--- src/rtl/pva_pkg.sv ---
package pva_pkg;

   typedef logic [1:0] pstate_t;

   localparam pstate_t PST_AWAKE   = 2'd0;
   localparam pstate_t PST_DEEPEST = 2'd3;

   typedef enum logic [1:0] {
      RSP_DONE   = 2'd0,
      RSP_SAME   = 2'd1,
      RSP_RANGE  = 2'd2,
      RSP_RETRY  = 2'd3
   } rsp_code_e;

   typedef enum logic [1:0] {
      SQ_IDLE,
      SQ_EVAL,
      SQ_WRITE,
      SQ_VERIFY
   } seq_state_e;

endpackage

--- src/rtl/pva_slot_table.sv ---
module pva_slot_table
   import pva_pkg::*;
#(
   parameter int NUM_SUBSYS = 64,
   parameter int SLOTS      = 4,
   parameter int TAG_W      = 8,
   parameter int SUB_W      = 6,
   parameter int SLOT_W     = 2
) (
   input  logic                           clk,
   input  logic                           rst_n,
   input  logic [SUB_W-1:0]               rd_sub,
   output logic [SLOTS-1:0]               rd_vld,
   output logic [SLOTS-1:0][TAG_W-1:0]    rd_tag,
   output logic [SLOTS-1:0][1:0]          rd_st,
   input  logic                           we,
   input  logic [SUB_W-1:0]               wr_sub,
   input  logic [SLOT_W-1:0]              wr_slot,
   input  logic [TAG_W-1:0]               wr_tag,
   input  pstate_t                        wr_st
);

   logic [SLOTS-1:0]            vld_all [NUM_SUBSYS];
   logic [SLOTS-1:0][TAG_W-1:0] tag_all [NUM_SUBSYS];
   logic [SLOTS-1:0][1:0]       st_all  [NUM_SUBSYS];

   for (genvar s = 0; s < NUM_SUBSYS; s++) begin : g_sub
      for (genvar k = 0; k < SLOTS; k++) begin : g_slot
         logic             vld_q;
         logic [TAG_W-1:0] tag_q;
         pstate_t          st_q;
         logic             hit_w;

         assign hit_w = we && (wr_sub == SUB_W'(s)) && (wr_slot == SLOT_W'(k));

         always_ff @(posedge clk or negedge rst_n) begin
            if (!rst_n) begin
               vld_q <= 1'b0;
               tag_q <= '0;
               st_q  <= PST_DEEPEST;
            end else if (hit_w) begin
               vld_q <= 1'b1;
               tag_q <= wr_tag;
               st_q  <= wr_st;
            end
         end

         assign vld_all[s][k] = vld_q;
         assign tag_all[s][k] = tag_q;
         assign st_all[s][k]  = st_q;
      end
   end

   assign rd_vld = vld_all[rd_sub];
   assign rd_tag = tag_all[rd_sub];
   assign rd_st  = st_all[rd_sub];

endmodule

--- src/rtl/pva_resolver.sv ---
module pva_resolver
   import pva_pkg::*;
#(
   parameter int SLOTS  = 4,
   parameter int TAG_W  = 8,
   parameter int REQ_W  = 4,
   parameter int SLOT_W = 2
) (
   input  logic [SLOTS-1:0]            slot_vld,
   input  logic [SLOTS-1:0][TAG_W-1:0] slot_tag,
   input  logic [SLOTS-1:0][1:0]       slot_st,
   input  logic [TAG_W-1:0]            req_tag,
   input  logic signed [REQ_W-1:0]     req_state,
   output pstate_t                     req_clamped,
   output logic                        hit,
   output logic [SLOT_W-1:0]           hit_idx,
   output pstate_t                     resolved
);

   logic [SLOTS-1:0]      cand;
   logic [SLOTS-1:0][1:0] eff;

   always_comb begin
      if (req_state[REQ_W-1]) begin
         req_clamped = PST_AWAKE;
      end else if (req_state > $signed(REQ_W'(3))) begin
         req_clamped = PST_DEEPEST;
      end else begin
         req_clamped = pstate_t'(req_state[1:0]);
      end
   end

   for (genvar i = 0; i < SLOTS; i++) begin : g_cand
      assign cand[i] = !slot_vld[i] || (slot_tag[i] == req_tag);
   end

   always_comb begin
      hit     = 1'b0;
      hit_idx = '0;
      for (int i = SLOTS - 1; i >= 0; i--) begin
         if (cand[i]) begin
            hit     = 1'b1;
            hit_idx = SLOT_W'(i);
         end
      end
   end

   for (genvar i = 0; i < SLOTS; i++) begin : g_eff
      assign eff[i] = (hit && (hit_idx == SLOT_W'(i))) ? req_clamped : slot_st[i];
   end

   always_comb begin
      resolved = hit ? PST_DEEPEST : req_clamped;
      for (int i = 0; i < SLOTS; i++) begin
         if (eff[i] < resolved) begin
            resolved = eff[i];
         end
      end
   end

endmodule

--- src/rtl/pva_sequencer.sv ---
module pva_sequencer
   import pva_pkg::*;
(
   input  logic       clk,
   input  logic       rst_n,
   input  logic       req_valid,
   input  logic       range_err,
   input  logic       same,
   input  logic       upd_ready,
   input  logic       upd_cmpl,
   output logic       req_ready,
   output logic       accept,
   output logic       upd_valid,
   output logic       rsp_valid,
   output logic [1:0] rsp_code
);

   seq_state_e state_q, state_d;

   assign req_ready = (state_q == SQ_IDLE);
   assign accept    = req_ready && req_valid;
   assign upd_valid = (state_q == SQ_WRITE);

   always_comb begin
      state_d   = state_q;
      rsp_valid = 1'b0;
      rsp_code  = RSP_DONE;
      unique case (state_q)
         SQ_IDLE: begin
            if (req_valid) state_d = SQ_EVAL;
         end
         SQ_EVAL: begin
            if (range_err) begin
               rsp_valid = 1'b1;
               rsp_code  = RSP_RANGE;
               state_d   = SQ_IDLE;
            end else if (same) begin
               rsp_valid = 1'b1;
               rsp_code  = RSP_SAME;
               state_d   = SQ_IDLE;
            end else begin
               state_d   = SQ_WRITE;
            end
         end
         SQ_WRITE: begin
            if (upd_ready) state_d = SQ_VERIFY;
         end
         SQ_VERIFY: begin
            if (upd_cmpl) begin
               rsp_valid = 1'b1;
               rsp_code  = same ? RSP_DONE : RSP_RETRY;
               state_d   = SQ_IDLE;
            end
         end
         default: state_d = SQ_IDLE;
      endcase
   end

   always_ff @(posedge clk or negedge rst_n) begin
      if (!rst_n) state_q <= SQ_IDLE;
      else        state_q <= state_d;
   end

endmodule

--- src/rtl/pwr_vote_arbiter.sv ---
module pwr_vote_arbiter
   import pva_pkg::*;
#(
   parameter int NUM_SUBSYS = 64,
   parameter int SLOTS      = 4,
   parameter int TAG_W      = 8,
   parameter int ID_W       = 7,
   parameter int REQ_W      = 4,
   parameter int WORD_W     = 32,
   localparam int SUB_W     = $clog2(NUM_SUBSYS),
   localparam int FPW       = WORD_W / 2,
   localparam int FPW_LOG   = $clog2(FPW),
   localparam int NUM_WORDS = (NUM_SUBSYS * 2) / WORD_W,
   localparam int WIDX_W    = (NUM_WORDS > 1) ? $clog2(NUM_WORDS) : 1,
   localparam int BOFF_W    = $clog2(WORD_W),
   localparam int SLOT_W    = (SLOTS > 1) ? $clog2(SLOTS) : 1
) (
   input  logic                      clk,
   input  logic                      rst_n,
   input  logic                      req_valid,
   output logic                      req_ready,
   input  logic [ID_W-1:0]           req_id,
   input  logic [TAG_W-1:0]          req_tag,
   input  logic signed [REQ_W-1:0]   req_state,
   input  logic [NUM_SUBSYS*2-1:0]   cur_status,
   output logic                      upd_valid,
   input  logic                      upd_ready,
   output logic [WIDX_W-1:0]         upd_word,
   output logic [BOFF_W-1:0]         upd_bit,
   output logic [1:0]                upd_field,
   input  logic                      upd_cmpl,
   output logic                      rsp_valid,
   output logic [1:0]                rsp_code,
   output logic [1:0]                rsp_state,
   output logic                      rsp_full_warn
);

   if (NUM_SUBSYS < 2 || (1 << SUB_W) != NUM_SUBSYS) begin : g_bad_sub
      $error("NUM_SUBSYS must be a power of two of at least 2");
   end
   if (ID_W < SUB_W) begin : g_bad_id
      $error("ID_W too narrow for NUM_SUBSYS");
   end
   if (SLOTS < 1) begin : g_bad_slots
      $error("SLOTS must be at least 1");
   end
   if (REQ_W < 3) begin : g_bad_req
      $error("REQ_W must hold a sign and the value 3");
   end
   if (WORD_W < 4 || (1 << BOFF_W) != WORD_W || (NUM_SUBSYS * 2) % WORD_W != 0) begin : g_bad_word
      $error("WORD_W must be a power of two dividing the status image");
   end

   logic [SUB_W-1:0]            req_sub;
   logic                        in_range;
   logic                        accept;
   logic [SLOTS-1:0]            t_vld;
   logic [SLOTS-1:0][TAG_W-1:0] t_tag;
   logic [SLOTS-1:0][1:0]       t_st;
   pstate_t                     clamped;
   logic                        hit;
   logic [SLOT_W-1:0]           hit_idx;
   pstate_t                     resolved;

   logic [SUB_W-1:0]            sub_q;
   pstate_t                     res_q;
   logic                        full_q;
   logic                        range_q;
   pstate_t                     cur_field;

   assign req_sub  = req_id[SUB_W-1:0];
   assign in_range = int'(req_id) < NUM_SUBSYS;

   pva_slot_table #(
      .NUM_SUBSYS (NUM_SUBSYS),
      .SLOTS      (SLOTS),
      .TAG_W      (TAG_W),
      .SUB_W      (SUB_W),
      .SLOT_W     (SLOT_W)
   ) u_table (
      .clk     (clk),
      .rst_n   (rst_n),
      .rd_sub  (req_sub),
      .rd_vld  (t_vld),
      .rd_tag  (t_tag),
      .rd_st   (t_st),
      .we      (accept && in_range && hit),
      .wr_sub  (req_sub),
      .wr_slot (hit_idx),
      .wr_tag  (req_tag),
      .wr_st   (clamped)
   );

   pva_resolver #(
      .SLOTS  (SLOTS),
      .TAG_W  (TAG_W),
      .REQ_W  (REQ_W),
      .SLOT_W (SLOT_W)
   ) u_resolve (
      .slot_vld    (t_vld),
      .slot_tag    (t_tag),
      .slot_st     (t_st),
      .req_tag     (req_tag),
      .req_state   (req_state),
      .req_clamped (clamped),
      .hit         (hit),
      .hit_idx     (hit_idx),
      .resolved    (resolved)
   );

   always_ff @(posedge clk or negedge rst_n) begin
      if (!rst_n) begin
         sub_q   <= '0;
         res_q   <= PST_DEEPEST;
         full_q  <= 1'b0;
         range_q <= 1'b0;
      end else if (accept) begin
         sub_q   <= req_sub;
         res_q   <= resolved;
         full_q  <= in_range && !hit;
         range_q <= !in_range;
      end
   end

   assign cur_field = cur_status[{sub_q, 1'b0} +: 2];

   pva_sequencer u_seq (
      .clk       (clk),
      .rst_n     (rst_n),
      .req_valid (req_valid),
      .range_err (range_q),
      .same      (cur_field == res_q),
      .upd_ready (upd_ready),
      .upd_cmpl  (upd_cmpl),
      .req_ready (req_ready),
      .accept    (accept),
      .upd_valid (upd_valid),
      .rsp_valid (rsp_valid),
      .rsp_code  (rsp_code)
   );

   assign upd_word      = WIDX_W'(sub_q >> FPW_LOG);
   assign upd_bit       = BOFF_W'({sub_q[FPW_LOG-1:0], 1'b0});
   assign upd_field     = res_q;
   assign rsp_state     = res_q;
   assign rsp_full_warn = full_q;

endmodule

--- config.mk ---
export PLATFORM = sky130hd
export DESIGN_NAME = pwr_vote_arbiter
export DESIGN_NICKNAME = d
export VERILOG_FILES = /design/src/rtl/pva_pkg.sv /design/src/rtl/pva_slot_table.sv /design/src/rtl/pva_resolver.sv /design/src/rtl/pva_sequencer.sv /design/src/rtl/pwr_vote_arbiter.sv
export SDC_FILE = /design/constraint.sdc
export NUM_CORES = 2
export LEC_CHECK = 0
export CORE_ASPECT_RATIO = 0.8
export CORE_MARGIN = 1
export CORE_UTILIZATION = 50
export CTS_CLUSTER_DIAMETER = 30
export CTS_CLUSTER_SIZE = 16
export DETAILED_ROUTE_END_ITERATION = 6
export PLACE_DENSITY = 0.66
export SKIP_CTS_REPAIR_TIMING = 1
export SKIP_LAST_GASP = 1
export SYNTH_ARGS = -nofsm -noshare
export SYNTH_HDL_FRONTEND = slang
export SYNTH_SLANG_ARGS = --single-unit
--- constraint.sdc ---
create_clock -name clk -period 5.7 [get_ports clk]
set_clock_uncertainty 0.1 [all_clocks]
set_input_delay 1.14 -clock clk [delete_from_list [all_inputs] [get_ports clk]]
set_output_delay 1.14 -clock clk [all_outputs]
set_load 0.005 [all_outputs]
* After elaboration in Yosys (flattened, before gate mapping)
Index checks and enable logic that the tools add are counted.
Word-level totals: register bits 2828, bits of input ports 152, output and inout port bits 17, logic and storage cells 1244
Cells by class: order comparisons 7, eq/ne operators 77, shifts and indexed selects 1, muxes and demuxes 43, bitwise operators 1, reduce and logical (&&, ||, !) cells 342
Operators with widths (number):
- logical AND 1 bit | 328
- binary-select mux 32 bit (select 6 bit) | 1
- == test 6 bit (second input constant) | 32
- variable part select 128 x 8 -> 2 bit | 1
- == test 6 x 5 -> 1 bit (second input constant) | 16
- two-way mux 32 bit | 2
- binary-select mux 8 bit (select 6 bit) | 1
- == test 6 x 4 -> 1 bit (second input constant) | 8
- two-way mux 2 bit | 23
- == test 8 bit | 4
- binary-select mux 4 bit (select 6 bit) | 1
- == test 6 x 3 -> 1 bit (second input constant) | 4
- two-way mux 8 bit | 2
- == test 6 x 2 -> 1 bit (second input constant) | 2
- == test 2 bit (second input constant) | 4
- less-than comparator 2 bit | 4
- two-way mux 1 bit | 8
- two-way mux 4 bit | 2
- one-hot mux 2 bit (4 select lines) | 1
- >= comparator 7 bit (second input constant) | 1
- less-than comparator 7 bit (second input constant) | 1
- inverter 6 -> 7 bit | 1
- == test 6 x 1 -> 1 bit (second input constant) | 1
- zero test 1 bit | 6
- 11 further kinds | 17

* Longest topological paths before layout
depth after elaboration 21, gate-level depth with buffers 28, gate-level depth less buffers 20

* Hierarchy
From an unflattened synthesis, not the netlist that was laid out.
Unflattened totals: cell total of the unflattened synthesis 8406, area total of the unflattened synthesis 129830.8 um2
Modules (own cells, without submodules):
- pva_slot_table | times used 1, cells an instance 8150, area an instance 127197.0 um2, sequential area each 71108.2 um2
- pwr_vote_arbiter | times used 1, cells an instance 136, area an instance 1594.0 um2, sequential area each 252.7 um2
- pva_resolver | times used 1, cells an instance 101, area an instance 860.8 um2, sequential area each 0.0 um2
- pva_sequencer | times used 1, cells an instance 19, area an instance 178.9 um2, sequential area each 50.0 um2

* Worst setup path after synthesis
OpenSTA, ideal clock, no wires.
kind input-to-reg, start point input port req_id[0], end point register res_q[0] (netlist: rsp_state[0]), setup time 93 ps, arrival 7279 ps, data required time 5507 ps, setup slack -1772 ps, cell stages on the path 25, path buffers 11, cell sequence buf_6 -> buf_6 -> buf_6 -> buf_6 -> buf_6 -> buf_4 -> buf_4 -> buf_2 -> buf_2 -> buf_2 -> buf_1 -> mux4_2 -> mux4_2 -> mux4_2 -> mux2_2 -> ha_1 -> ha_1 -> ha_1 -> ha_1 -> inv_1 -> o21ai_0 -> or3_1 -> or4_1 -> o211ai_1 -> nor4_1
On the way: cells in the longest elaborated chain, start to end 21, elaborated cells between the ends (all ways) 51, classes of those cells order compare: 4; eq/ne: 7; mux: 26; bitwise: 1; reduce/logical: 13
RTL lines:
- from (decl) | line pwr_vote_arbiter.sv:22 | input logic [ID_W-1:0] req_id,
- inverter 6 -> 7 bit (not written as such) * | line pva_slot_table.sv:54, pva_slot_table.sv:55, pva_slot_table.sv:56
- binary-select mux 32 bit (select 6 bit) or binary-select mux 4 bit (select 6 bit) (tied branches) | line pva_slot_table.sv:55, pva_slot_table.sv:54
- two-way mux 32 bit (not written as such) or two-way mux 4 bit (tied branches) (2 in series) | line pva_slot_table.sv:55, pva_slot_table.sv:54
- == test 8 bit or zero test 1 bit (tied branches) | line pva_resolver.sv:34 | assign cand[i] = !slot_vld[i] || (slot_tag[i] == req_tag);
- logical OR 1 bit | line pva_resolver.sv:34
- two-way mux 2 bit (4 in series) | line pva_resolver.sv:41 | if (cand[i]) begin
- zero test 2 bit | line pva_resolver.sv:49 | assign eff[i] = (hit && (hit_idx == SLOT_W'(i))) ? req_clamped : slot_st[i];
- logical AND 1 bit | line pva_resolver.sv:49
- two-way mux 2 bit | line pva_resolver.sv:49
- less-than comparator 2 bit | line pva_resolver.sv:55 | if (eff[i] < resolved) begin
- two-way mux 2 bit | line pva_resolver.sv:55
- less-than comparator 2 bit | line pva_resolver.sv:55
- two-way mux 2 bit | line pva_resolver.sv:55
- less-than comparator 2 bit | line pva_resolver.sv:55
- two-way mux 2 bit | line pva_resolver.sv:55
- less-than comparator 2 bit | line pva_resolver.sv:55
- two-way mux 2 bit * | line pva_resolver.sv:55
- to (signal assigned) | line pwr_vote_arbiter.sv:119 | res_q <= resolved;
- to (decl) | line pwr_vote_arbiter.sv:66 | pstate_t res_q;
Every way passes the cells marked *; elsewhere a longest branch is shown, timed or not. The select of a mux whose other input is x is not followed. A chain may end at the register's enable or synchronous reset.

* Worst setup path after layout
start point input port req_id[5], end point register res_q[0] (netlist: rsp_state[0])
Same word-level chain as after synthesis.

==> metrics.md <==
| Metric | Value |
|---|---|
| Cell area reported after detailed placement | 144000 µm² |
| Worst setup slack after layout | -338 ps |
| Global placement routability congestion | 0.899 |
| Num rows | 167 |
| Share of total power in the clock network | 56.2% |
| Iteration-0 DRC Markers | 7210 |
| Critical Path Max Stage Delay | 560 ps |
| Final Hold Fails | 0 |
| Post-detailed-route count of antenna-violating nets | 0 |
| Yosys synthesis warning count | 0 |
| Number of maximum-capacitance violations | 0 |
| Int Power | 43.9 mW |
| Synthesized instance count | 8438 |
| Post-synthesis register bit count | 2828 |
| Die height | 459 µm |
| Layout Area Growth over Synthesis | 24.5% |
| Normalized max-slew margin | 7.28% |
| Core Box Area | 259000 µm² |
| Maximum net fanout on the critical path | 13 |
| CTS root buf | clkbuf_16 |
| Crit share post-route | 106% |
| Worst vdd rail ir drop | 0.000289 V |
| Post-Syn Area | 130000 µm² |
| Antenna violations before repair | 28 |
| Post-Syn Nets | 8598 |
| Hpwl dp | 267000 µm |
| Initial standard-cell utilization of the core | 50.3% |
| Horizontal extent of the die | 573 µm |
| Register-to-Register Setup Slack | 290 ps |
| Dominant synthesized flop cell | dfrtp_1 |
| Sw Share | 23.1% |
| Vias in the first global route | 85926 |
| Required time at the worst-slack endpoint | 6380 ps |
| Outcome | finished, violations left |
| Type of the tightest min-delay check | input port to async pin |
| Combinational cell fraction of total power | 7.1% |
| # port buffers | 167 |
| Gr ovfl total | 0 |
| Iteration count of the initial detailed-routing pass | 7 |
| Worst path most repeated cell | buf_4 |
| Clock Sinks | 2828 |
| Count of filler cells inserted in the layout | 18562 |
| TritonCTS clock tree | done |
| Total power of the final layout | 57.1 mW |
| Most frequent cells in the layout | 2466 x mux2_2, 2313 x dfrtp_1, 721 x buf_4 |
| Net switching component of the power | 13.2 mW |
| Most common cell after layout, fill and taps aside | mux2_2 |
| Overall die area | 263000 µm² |
| Violations in the final reports | DRC, setup timing |
| Sequential group share of total power | 36.7% |
| Number of setup violations in the final report | 1 |
| Achievable frequency | 166 MHz |
| Count of pins over their slew limit | 0 |
| Net count, final | 9475 |
| Fraction of layout instances using a drive strength above 1 | 59.9% |
| Drc violations | 67 |
| Clock slew seen by the registers of the worst setup and hold paths | 50 ps |
| Wire length after detailed routing | 398000 µm |
| Number of H-tree branching levels | 6 |
| Sequential element share of the synthesized area | 54.8% |
| Arrival time at the worst endpoint | 6720 ps |
| Category of the worst setup path capture point | flip-flop |
| Post-synthesis average cell area | 15.5 µm² |
| Async SR Flop Fraction | 100% |
| Power per standard cell area | 352 nW/µm² |
| Post-synthesis cell type count | 67 |
| Post-layout minimum cycle time | 6040 ps |
| Unrepaired setup endpoints after global routing | true |
| GRT Total Usage | 30.5% |
| Maximum count of clock buffers along a single path | 4 |
| Critical Path Start Type | input port |
| Number of buffers inserted during clock tree synthesis | 525 |
| EDFF count, synth | 0 |
| Maximum number of pins on one net before global-route repair | 179 |
| Standard cell with the maximum stage delay on the critical path | nor4_4 |
| Final non-filler cell area | 162000 µm² |
| Crit path kind | input port to flip-flop |
| Wire length of the first global-routing pass | 595000 µm |
| Mean routed wirelength per cell | 30.1 µm |
| Clock latency of the later-clocked register in the worst-skew pair | 920 ps |
| Post-detailed-route via-to-cell ratio | 6.15 |
| Slew @ Worst Pin | 1390 ps |
| Reported leakage power | 77.2 nW |
| IO Pins | 169 |
| Total via count in the routed design | 81264 |
-- metal layers --
metal  up-vias  global-route usage, %  share of wire [%]
met5         -                      0              0.031
met4        20                   11.2                3.7
met3       766                   7.25                8.1
met2      3088                   45.4                 45
met1     44265                   43.8                 43
li1      33125                      -                  -
-- cells by family (layout without fill, tap and decap cells) --
kind of cell	after synthesis	in the layout	synth area share [%]
DFF	2828	2828	54.8
AOI/OAI and AO/OA	384	384	2.14
adders and majority gates	8	8	0.0768
other	1	11	0.00288
and+or+nand+nor	799	799	3.33
buffers and inverters	845	2150	3.21
xor gates and xnor gates	43	43	0.289
muxes	3530	3530	36.2
-- power groups by stage --
stage	logic (mW)	registers (mW)	clock network (mW)
finish	4.06	21.0	32.1
global route	4.30	21.0	33.5
CTS	3.96	21.0	32.5
detailed placement	3.94	21.3	0
global placement	3.87	21.2	0
floorplan	2.11	21.1	0
-- stage by stage --
step                      worst slack (ps)  cells  TNS (ps)  hold slack, ps  utilization (%)
final                                 -338  13217      -338            34.9             62.6
after floorplan                       -601   8438      -601             329                -
after global routing                  -342  13210      -342            29.4             62.6
after detailed placement             -1670  12237  -1612950             347             55.5
after global placement               -2290  12237  -1938920             344             55.5
after CTS                             -735  13192    -31410           -4.23             62.5
-- state kept, by name, indices dropped and copies added, names as in the netlist, named ones only --
name and flops:
u_table.g_sub.g_slot.vld_q 256, rsp_full_warn 1, range_q 1, u_seq.state_q 1, rsp_state 2, u_table.g_sub.g_slot.tag_q 2048, sub_q 6, u_table.g_sub.g_slot.st_q 512
-- synth_stat cells (9+ instances only) --
| library cell | instances | area, µm² |
|---|---|---|
| mux2_2 | 2467 | 27800 |
| dfrtp_1 | 2314 | 57900 |
| mux4_2 | 688 | 15500 |
| dfstp_2 | 514 | 13500 |
| clkbuf_1 | 398 | 1490 |
| buf_2 | 261 | 1310 |
| mux2i_1 | 247 | 2470 |
| nand2_1 | 169 | 634 |
| or2_2 | 163 | 1020 |
| a22oi_1 | 154 | 1160 |
| nor2_1 | 132 | 495 |
| mux2_1 | 128 | 1440 |
| nand2b_1 | 110 | 688 |
| buf_4 | 96 | 721 |
| o22ai_1 | 84 | 526 |
| nor2_2 | 40 | 250 |
| buf_6 | 38 | 428 |
| buf_1 | 35 | 131 |
| and3_1 | 29 | 181 |
| nand3_1 | 29 | 145 |
| nor4_1 | 25 | 156 |
| a21oi_1 | 24 | 120 |
| xnor2_1 | 24 | 210 |
| o41ai_1 | 22 | 193 |
| and2_1 | 21 | 131 |
| o21ai_0 | 21 | 105 |
| a221oi_1 | 19 | 166 |
| xor2_1 | 19 | 166 |
| a22o_1 | 16 | 140 |
| nor2b_1 | 14 | 87.6 |
| inv_1 | 13 | 48.8 |
| nor3_1 | 13 | 65.1 |
| or3b_2 | 10 | 87.6 |
| nand3b_1 | 9 | 67.6 |
-- final timing paths --
check	start	to	cells after the start
setup / recovery	req_id[5]	rsp_state[0]	27
hold / removal	rst_n	u_table.g_sub[10].g_slot[1].tag_q[4]	1
setup reg to reg	u_table.g_sub[39].g_slot[1].tag_q[2]	rsp_state[0]	19
hold reg to reg	u_table.g_sub[57].g_slot[1].vld_q	u_table.g_sub[57].g_slot[1].vld_q	1
max in group asynchronous	rst_n	u_table.g_sub[36].g_slot[3].tag_q[7]	3
min in group clk	u_table.g_sub[57].g_slot[1].vld_q	u_table.g_sub[57].g_slot[1].vld_q	1
-- area by class of cell --
class / instances / area, µm² / area share [%]
diodes: 10 / 25.0 / 0.0154
multi-input cells: 4765 / 55100 / 33.9
inverters: 13 / 48.8 / 0.0301
clock buffers: 721 / 15100 / 9.33
clock inverters: 234 / 3210 / 1.98
repair buffers: 1182 / 13100 / 8.05
well taps: 3464 / 4330 / 2.67
flip-flops and latches: 2828 / 71400 / 44.0
-- critical path, delay by kind of cell --
kind	cells	cell delay [ps]
and+or+nand+nor	9	2510
buffers and inverters	8	1520
AOI/OAI and AO/OA	5	770
adders and majority gates	4	640
xor gates and xnor gates	1	100
Power figures use the tool's default switching activity.
